[src/rtl/cq_pkg.sv]
package cq_pkg;
  localparam int unsigned ADDR_W = 32;

  typedef struct packed {
    logic [ADDR_W-9:0] base;
    logic              mode;
    logic              size;
    logic [1:0]        etype;
    logic [3:0]        thr;
  } cq_ctrl_t;

  localparam logic [1:0] SEL_CTRL = 2'd0;
  localparam logic [1:0] SEL_CONS = 2'd1;
  localparam logic [1:0] SEL_PROD = 2'd2;
  localparam logic [1:0] SEL_OPT  = 2'd3;
endpackage

[src/rtl/cq_ring_geom.sv]
module cq_ring_geom
  import cq_pkg::*;
#(
  parameter int unsigned IDX_W     = 11,
  parameter int unsigned RING_LOG2 = 12,
  parameter int unsigned WORD_LOG2 = 2
) (
  input  cq_ctrl_t         ctrl_i,
  output logic [IDX_W-1:0] mask_o,
  output logic [2:0]       ent_shift_o
);
  localparam int unsigned MAX_LOG2 = RING_LOG2 + 1 - WORD_LOG2;

  logic [1:0] words_log2;
  logic [4:0] ent_log2;

  always_comb begin
    unique case (ctrl_i.etype)
      2'b00:   words_log2 = 2'd0;
      2'b11:   words_log2 = 2'd2;
      default: words_log2 = 2'd1;
    endcase
    ent_shift_o = 3'(WORD_LOG2) + 3'(words_log2);
    ent_log2    = 5'(RING_LOG2) + 5'(ctrl_i.size) - 5'(ent_shift_o);
    mask_o      = IDX_W'((32'd1 << ent_log2) - 32'd1);
  end

  initial begin
    assert (IDX_W >= MAX_LOG2) else $error("IDX_W too narrow for largest ring");
  end
endmodule

[src/rtl/cq_index_ctrl.sv]
module cq_index_ctrl #(
  parameter int unsigned IDX_W = 11
) (
  input  logic             clk_i,
  input  logic             rst_ni,
  input  logic [IDX_W-1:0] mask_i,
  input  logic             post_i,
  input  logic             prod_we_i,
  input  logic [IDX_W-1:0] prod_wdata_i,
  input  logic             cons_we_i,
  input  logic [IDX_W-1:0] cons_wdata_i,
  output logic [IDX_W-1:0] prod_o,
  output logic [IDX_W-1:0] valid_o,
  output logic [IDX_W-1:0] empty_o,
  output logic             full_o
);
  logic [IDX_W-1:0] prod_q, cons_q;

  always_comb begin
    valid_o = (prod_q - cons_q) & mask_i;
    empty_o = mask_i - valid_o;
    full_o  = (valid_o == mask_i);
  end

  always_ff @(posedge clk_i or negedge rst_ni) begin
    if (!rst_ni) begin
      prod_q <= '0;
      cons_q <= '0;
    end else begin
      if (prod_we_i)                prod_q <= prod_wdata_i & mask_i;
      else if (post_i && !full_o)   prod_q <= (prod_q + 1'b1) & mask_i;
      if (cons_we_i)                cons_q <= cons_wdata_i & mask_i;
    end
  end

  assign prod_o = prod_q;

  p_post_adv_r3: assert property (@(posedge clk_i) disable iff (!rst_ni)
    post_i && !full_o && !prod_we_i |=> prod_o == (($past(prod_o) + 1'b1) & $past(mask_i)));
  p_full_hold_r4: assert property (@(posedge clk_i) disable iff (!rst_ni)
    post_i && full_o && !prod_we_i |=> $stable(prod_o));
  p_sw_wins_r10: assert property (@(posedge clk_i) disable iff (!rst_ni)
    prod_we_i |=> prod_o == ($past(prod_wdata_i) & $past(mask_i)));
endmodule

[src/rtl/cq_thresh_eval.sv]
module cq_thresh_eval #(
  parameter int unsigned IDX_W = 11,
  parameter int unsigned THR_W = 4
) (
  input  logic             clk_i,
  input  logic             rst_ni,
  input  logic             mode_i,
  input  logic [THR_W-1:0] thr_i,
  input  logic [IDX_W-1:0] valid_i,
  input  logic [IDX_W-1:0] empty_i,
  input  logic             clr_i,
  output logic             irq_o
);
  logic [IDX_W-1:0] limit;
  logic             hit;
  logic             irq_q;

  always_comb begin
    limit = IDX_W'(thr_i) << 2;
    hit   = mode_i ? (valid_i >= limit) : (empty_i <= limit);
  end

  always_ff @(posedge clk_i or negedge rst_ni) begin
    if (!rst_ni)    irq_q <= 1'b0;
    else if (clr_i) irq_q <= 1'b0;
    else if (hit)   irq_q <= 1'b1;
  end

  assign irq_o = irq_q;

  p_clear_r8: assert property (@(posedge clk_i) disable iff (!rst_ni)
    clr_i |=> !irq_o);
  p_sticky_r8: assert property (@(posedge clk_i) disable iff (!rst_ni)
    irq_o && !clr_i |=> irq_o);
  p_free_set_r6: assert property (@(posedge clk_i) disable iff (!rst_ni)
    !mode_i && (empty_i <= (IDX_W'(thr_i) << 2)) && !clr_i |=> irq_o);
  p_pend_set_r7: assert property (@(posedge clk_i) disable iff (!rst_ni)
    mode_i && (valid_i >= (IDX_W'(thr_i) << 2)) && !clr_i |=> irq_o);
endmodule

[src/rtl/cq_thresh_mon.sv]
module cq_thresh_mon
  import cq_pkg::*;
#(
  parameter int unsigned IDX_W = 11,
  parameter int unsigned THR_W = 4
) (
  input  logic              clk_i,
  input  logic              rst_ni,
  input  logic              reg_we_i,
  input  logic [1:0]        reg_sel_i,
  input  logic [31:0]       reg_wdata_i,
  input  logic              post_i,
  input  logic              irq_clr_i,
  output logic [IDX_W-1:0]  prod_idx_o,
  output logic [ADDR_W-1:0] entry_addr_o,
  output logic              irq_o
);
  cq_ctrl_t         ctrl_q;
  logic             pwe_q;
  logic [IDX_W-1:0] mask;
  logic [2:0]       ent_shift;
  logic [IDX_W-1:0] valid, empty;
  logic             full;
  logic             prod_we, cons_we;

  always_ff @(posedge clk_i or negedge rst_ni) begin
    if (!rst_ni) begin
      ctrl_q <= '0;
      pwe_q  <= 1'b0;
    end else if (reg_we_i) begin
      if (reg_sel_i == SEL_CTRL) ctrl_q <= cq_ctrl_t'(reg_wdata_i);
      if (reg_sel_i == SEL_OPT)  pwe_q  <= reg_wdata_i[0];
    end
  end

  assign cons_we = reg_we_i && (reg_sel_i == SEL_CONS);
  assign prod_we = reg_we_i && (reg_sel_i == SEL_PROD) && pwe_q;

  cq_ring_geom #(.IDX_W(IDX_W)) u_geom (
    .ctrl_i      (ctrl_q),
    .mask_o      (mask),
    .ent_shift_o (ent_shift)
  );

  cq_index_ctrl #(.IDX_W(IDX_W)) u_idx (
    .clk_i        (clk_i),
    .rst_ni       (rst_ni),
    .mask_i       (mask),
    .post_i       (post_i),
    .prod_we_i    (prod_we),
    .prod_wdata_i (reg_wdata_i[IDX_W-1:0]),
    .cons_we_i    (cons_we),
    .cons_wdata_i (reg_wdata_i[IDX_W-1:0]),
    .prod_o       (prod_idx_o),
    .valid_o      (valid),
    .empty_o      (empty),
    .full_o       (full)
  );

  cq_thresh_eval #(.IDX_W(IDX_W), .THR_W(THR_W)) u_eval (
    .clk_i   (clk_i),
    .rst_ni  (rst_ni),
    .mode_i  (ctrl_q.mode),
    .thr_i   (ctrl_q.thr[THR_W-1:0]),
    .valid_i (valid),
    .empty_i (empty),
    .clr_i   (irq_clr_i),
    .irq_o   (irq_o)
  );

  assign entry_addr_o = {ctrl_q.base, 8'h00} + (ADDR_W'(prod_idx_o) << ent_shift);

  p_sw_prod_ignored_r5: assert property (@(posedge clk_i) disable iff (!rst_ni)
    reg_we_i && (reg_sel_i == SEL_PROD) && !pwe_q && !post_i |=> $stable(prod_idx_o));
  p_base_align_r9: assert property (@(posedge clk_i) disable iff (!rst_ni)
    prod_idx_o == '0 |-> entry_addr_o[7:0] == 8'h00);
endmodule

[config.mk]
export PLATFORM = sky130hd
export DESIGN_NAME = cq_thresh_mon
export DESIGN_NICKNAME = d
export VERILOG_FILES = /design/src/rtl/cq_pkg.sv /design/src/rtl/cq_ring_geom.sv /design/src/rtl/cq_index_ctrl.sv /design/src/rtl/cq_thresh_eval.sv /design/src/rtl/cq_thresh_mon.sv
export SDC_FILE = /design/constraint.sdc
export NUM_CORES = 1
export LEC_CHECK = 0
export ABC_AREA = 1
export BUFFER_PORTS_ARGS = -buffer_cell sky130_fd_sc_hd__buf_4
export CORE_UTILIZATION = 35
export CTS_BUF_LIST = sky130_fd_sc_hd__clkbuf_16
export CTS_CLUSTER_DIAMETER = 200
export DETAILED_ROUTE_END_ITERATION = 12
export MAX_ROUTING_LAYER = met4
export PLACE_DENSITY = 0.52
export SLEW_MARGIN = 20
export SYNTH_ARGS = -nofsm -noshare
export SYNTH_HDL_FRONTEND = slang
export SYNTH_SLANG_ARGS = --single-unit
[constraint.sdc]
create_clock -name clk_i -period 8.9 [get_ports clk_i]
set_clock_uncertainty 0.05 [all_clocks]
set_input_delay 1.78 -clock clk_i [delete_from_list [all_inputs] [get_ports clk_i]]
set_output_delay 1.78 -clock clk_i [all_outputs]
set_load 0.005 [all_outputs]
== Word level (Yosys, flattened, before mapping) ==
Index checks and enable logic that the tools add are counted.
Widths: inputs -> output; s select.

* Register bits: 56
* ROM bits: 0
* RAM bits: 0
* Input bits: 39
* Memories: 0
* Latch bits: 0
* Output and inout port bits: 44

* $lt $le $gt $ge: 2
* Divide/modulo/power cells: 0
* Shift operators: 2
* Bitwise operators: 3
* Equal/unequal tests: 5
* $mul: 0
* Multiplexer cells: 6
* Reduce and logical (&&, ||, !) cells: 11
* Add/sub/neg operators: 8

{| class="wikitable"
|+ Operators with widths
! operator !! number
|-
| $and 11x11->11 || 3
|-
| $add 32x32->32 || 1
|-
| $shl 11x3->32 || 1
|-
| $mux 11 || 2
|-
| $sub 11x11->11 || 2
|-
| $add 11x1->11 const B || 1
|-
| $eq 11x11->1 || 1
|-
| $ge 11x6->1 || 1
|-
| $le 11x6->1 || 1
|-
| $shl 1x5->11 const A || 1
|-
| $sub 11x1->11 const B || 1
|-
| $eq 2x2->1 const B || 3
|-
| $add 4x1->5 const A || 1
|-
| $sub 5x3->5 || 1
|-
| $logic_and 1x1->1 || 4
|-
| $logic_not 2->1 || 2
|-
| $pmux 2 s2 || 1
|-
| $reduce_and 2->1 || 2
|-
| $reduce_bool 2->1 || 2
|-
| $add 2x2->3 const A || 1
|-
| $mux 1 || 3
|-
| $eq 2x1->1 const B || 1
|-
| $logic_not 1->1 || 1
|}

== Logic depth before layout (Yosys ltp) ==
* Depth in word-level cells: 12
* Mapped depth: 24

== Cells and area by module ==
From an unflattened synthesis, not the netlist that was laid out.

* Cell total of the unflattened synthesis: 845
* Area, all modules: 5484.0 um^2

{| class="wikitable"
|+ Modules (own cells, without submodules)
! module !! times used !! area each (um^2) !! cells each
|-
| cq_thresh_mon || 1 || 2762.6 || 410
|-
| cq_index_ctrl || 1 || 2167.1 || 340
|-
| cq_thresh_eval || 1 || 387.9 || 66
|-
| cq_ring_geom || 1 || 166.4 || 29
|}

== Worst setup path before layout ==
OpenSTA, ideal clock, no wires.

* Path kind: register to output
* Start: register ctrl_q[4] in the netlist's numbering
* End: output port entry_addr_o[20]
* Cell stages (with the launch flop): 17
* Setup slack: 4.109 ns
* Required time: 7.070 ns
* Path buffers: 1
* Arrival: 2.961 ns
* Cells stage by stage: dfrtp_1 ha_1 clkbuf_1 o21ai_0 nand2_1 o21ai_0 ha_1 fa_1 nand3_1 nand2_1 nand2_1 nand2_1 a21oi_1 o21ai_0 a21boi_0 o21ai_0 nand2_1

* Word-level cells in the longest chain between the ends: 5
* Elaborated cells between the ends (all ways): 6
* Those cells by class: add/sub (2); eq/ne (1); shift (1); mux (1); reduce/logical (1)

{| class="wikitable"
|+ RTL lines
! what !! RTL line !! RTL
|-
| start, declared || cq_thresh_mon.sv:18 || <nowiki>cq_ctrl_t ctrl_q;</nowiki>
|-
| start signal, assigned || cq_thresh_mon.sv:31 || <nowiki>if (reg_sel_i == SEL_CTRL) ctrl_q <= cq_ctrl_t'(reg_wdata_i);</nowiki>
|-
| $eq 2x2->1 / $logic_not 2->1 (equally long branches) || cq_ring_geom.sv:18 || <nowiki>unique case (ctrl_i.etype)</nowiki>
|-
| $pmux 2 s2 (*) || cq_ring_geom.sv:18 ||
|-
| $add 2x2->3 (*) || cq_ring_geom.sv:23 || <nowiki>ent_shift_o = 3'(WORD_LOG2) + 3'(words_log2);</nowiki>
|-
| $shl 11x3->32 (*) || cq_thresh_mon.sv:71 || <nowiki>assign entry_addr_o = {ctrl_q.base, 8'h00} + (ADDR_W'(prod_idx_o) << ent_shift);</nowiki>
|-
| $add 32x32->32 (*) || cq_thresh_mon.sv:71 ||
|-
| end, declared || cq_thresh_mon.sv:15 || <nowiki>output logic [ADDR_W-1:0] entry_addr_o,</nowiki>
|}

Mark *: on every way between the ends. The rest lies on a longest branch, timed or not.

== Final worst setup path ==
Ends and elaborated chain as after synthesis.

==> out/metrics.yaml <==
setup_path:
  ff2ff_setup_slack_ns: 5.12
  critical-path-max-stage-delay_ns: 0.64
  rr_endpoint: "u_eval.irq_o"
  cp.buffers_inverters: 1
  end_kind: "output port"
  worstPathRequired_ns: 7.07
  critPathLaunchType: "flop"
  crit_type: "flop to output port"
  crit_chain: "ha_1 > o21ai_0 > nand2_1 > o21ai_0 > ha_1 > fa_1 > nand3_1 > nand2_1 > nand2_1 > nand2_1 > a21oi_1 > o21ai_0 > a21boi_0 > nor2_1 > nand2_1 > nand2_1 > buf_4"
  critPathArrivalTime_ns: 3.84
  crit_slowest_cell: "ha_1"
  crit_family: "adder cells"
  cp_max_fo: 21
  rr_worst_depth: 23
  r2r-start: "ctrl_q[4]"
  cp_common_cell: "nand2_1"
power:
  p_leak_nw: 2.982
  switching_share_pct: 45.56
  p_seq_share_pct: 26.6
  power.clock.fraction_pct: 15.4
  p_per_area_nw_per_um2: 247.1
  ir_drop_mv: 0.1061
  pwr-share-comb_pct: 57.9
  p_sw_mw: 0.6323
  internal_power_mw: 0.7556
clocking:
  cts_tree: "done"
  clock_path_buffers: 2
  cts_sinks: 56
  numCtsBuffers: 5
  cts_setup_buffers: 0
  cts.clk_slew.worst_paths_ns: 0.08
  cts-htree-levels: 2
  clkLatencyLatePin_ns: 0.31
  ctsResizeCount: 0
  hold_buffers: 0
  cts_root_buffer: "clkbuf_16"
floorplan:
  core-area_um2: 12880
  rows: 41
  die_width_um: 117.9
  ios: 83
  initial_core_util_pct: 36.49
  die_h_um: 117.9
  die_area_um2: 13890
detailed_routing:
  vias: 4500
  wirelength_um: 13420
  drt.antenna.violating_nets: 0
  drt_iter0_drc: 323
  routedWlPerCell_um: 14.54
  dr.pass1.iters: 5
  drc: 0
  routed_via_density: 4.875
synthesis:
  synth_area_leader_cell: "dfrtp_1"
  syn-instance-count: 673
  synth_cell_types: 37
  ys_seq_area_share_pct: 29.83
  async_flop_share_pct: 100.0
  synthTopCellsByCount: "nand2_1, inv_1, nand3_1, dfrtp_1, nor2_1"
  yosysWarnings: 0
  ys_ff_latch: 56
  synth_flop_cell: "dfrtp_1"
  yosys-top-cells-area: "dfrtp_1, nand2_1, ha_1"
  syn_avg_cell_area_um2: 6.981
  synth_edf_count: 0
  synth.most_common_cell: "nand2_1"
  synth_area_um2: 4698
  synth_top_cell_area_share_pct: 29.83
placed_design:
  dp.final_hpwl_um: 10660
  io_buffers: 81
  dpl_cell_area_um2: 5469
  gp_congestion: 0.9020
final_layout:
  nets: 824
  final_cell_area_um2: 5617
  fill_cells: 1342
  drive_gt1_share_pct: 16.78
  diodes: 0
  area_growth_pct: 19.55
timing:
  setup_viol: 0
  worst_pin_slew_ns: 0.7660
  max_freq_ghz: 0.1764
  hold_violations: 0
  layout_min_cycle_time_ns: 5.669
  fin_crit_sh_pct: 63.70
  rsz0062_at_grt: "false"
  tns_ns: 0
  max_slew_margin_pct: 48.94
  slew_violations: 0
global_routing:
  grt_usage_pct: 20.75
  grt_max_degree: 57
  grt-ovfl-total: 0
  grt_pass1_wl_um: 22140
  grt_pass1_vias: 4272
  antenna_found_initial: 0
min_path:
  worstHoldPathType: "flop to flop"
  min_to: "ctrl_q[1]"
  hold_start: "ctrl_q[1]"
  worstHoldPathCells: 2
run:
  max_cap_viol_count: 0
run_status:
  status: "completed"
## registers in the layout (all words and copies together) (netlist names)
signal / flops
u_eval.irq_o: 1
u_idx.cons_q: 11
pwe_q: 1
ctrl_q: 32
u_idx.prod_o: 11
## worst min-delay path: stages, from the launching register on
cell     delay [ns]
dfrtp_1        0.35
nand2_1        0.05
o21ai_0        0.06
## power groups by stage
stage | registers [mW] | clock network [mW] | logic (mW)
4_1_cts | 0.370 | 0.221 | 0.806
5_1_grt | 0.378 | 0.228 | 0.920
6_report | 0.370 | 0.214 | 0.804
3_5_place_dp | 0.375 | 0 | 0.803
3_3_place_gp | 0.375 | 0 | 0.794
2_1_floorplan | 0.351 | 0 | 0.552
## how the worst max path moves through the flow
| stage | start | to | cells past startpoint | slack, ns |
|---|---|---|---|---|
| after floorplan | ctrl_q[4] | entry_addr_o[20] | 16 | 4.11 |
| after global placement | ctrl_q[4] | entry_addr_o[20] | 17 | 3.66 |
| after detailed placement | ctrl_q[4] | entry_addr_o[20] | 17 | 3.56 |
| after CTS | ctrl_q[4] | entry_addr_o[20] | 17 | 3.21 |
| after global routing | ctrl_q[5] | entry_addr_o[28] | 15 | 2.78 |
| final | ctrl_q[4] | entry_addr_o[20] | 17 | 3.23 |
## layout by cell type, fill, tap and decap left out, types with 20 or more instances in the layout
master / count
a21oi_1: 35
inv_1: 85
buf_4: 83
ha_1: 32
o21ai_0: 49
nand3_1: 58
nor2_1: 56
nand2_1: 182
mux2_2: 20
dfrtp_1: 56
## kinds of logic (layout without fill, tap and decap cells)
logic type	after synthesis	count (layout)	synth area share (%)
AO/OA/AOI/OAI	99	99	11.29
XOR/XNOR	30	30	5.593
adder cells (fa/ha/maj)	35	35	9.800
buffers and inverters	105	181	8.788
flip-flops	56	56	29.83
multiplexers	20	20	4.794
other	2	4	0.1598
AND/OR/NAND/NOR	326	326	29.75
## metal layers
metal	part of all wire (%)	routed length (um)	track usage, %
met1	50	6666	27.95
met4	0.54	72	4.327
met2	46	6133	32.94
met5	0	0	-
met3	4.1	549	3.101
## stage by stage
| step | util (%) | hold WS [ns] | cells | setup slack (ns) | power, mW |
|---|---|---|---|---|---|
| 4_1_cts | 43.62 | 0.4543 | 923 | 3.212 | 1.397 |
| 6_report | 43.62 | 0.4480 | 923 | 3.231 | 1.388 |
| 5_1_grt | 43.62 | 0.4781 | 923 | 2.779 | 1.526 |
| 2_1_floorplan | - | 0.4030 | 675 | 4.109 | 0.9037 |
| 3_3_place_gp | 42.47 | 0.4228 | 915 | 3.661 | 1.169 |
| 3_5_place_dp | 42.47 | 0.4345 | 915 | 3.556 | 1.178 |
## cell type report
class	instances	area (um2)	area share, %
clock buffer	5	125.1	2.228
clock inverter	3	22.52	0.4010
inverter	90	337.8	6.015
tap	172	215.2	3.832
timing repair buffer	83	623.1	11.09
sequential	56	1401	24.95
multi-input combinational	514	2892	51.48
(Power assumes the default switching activity.)
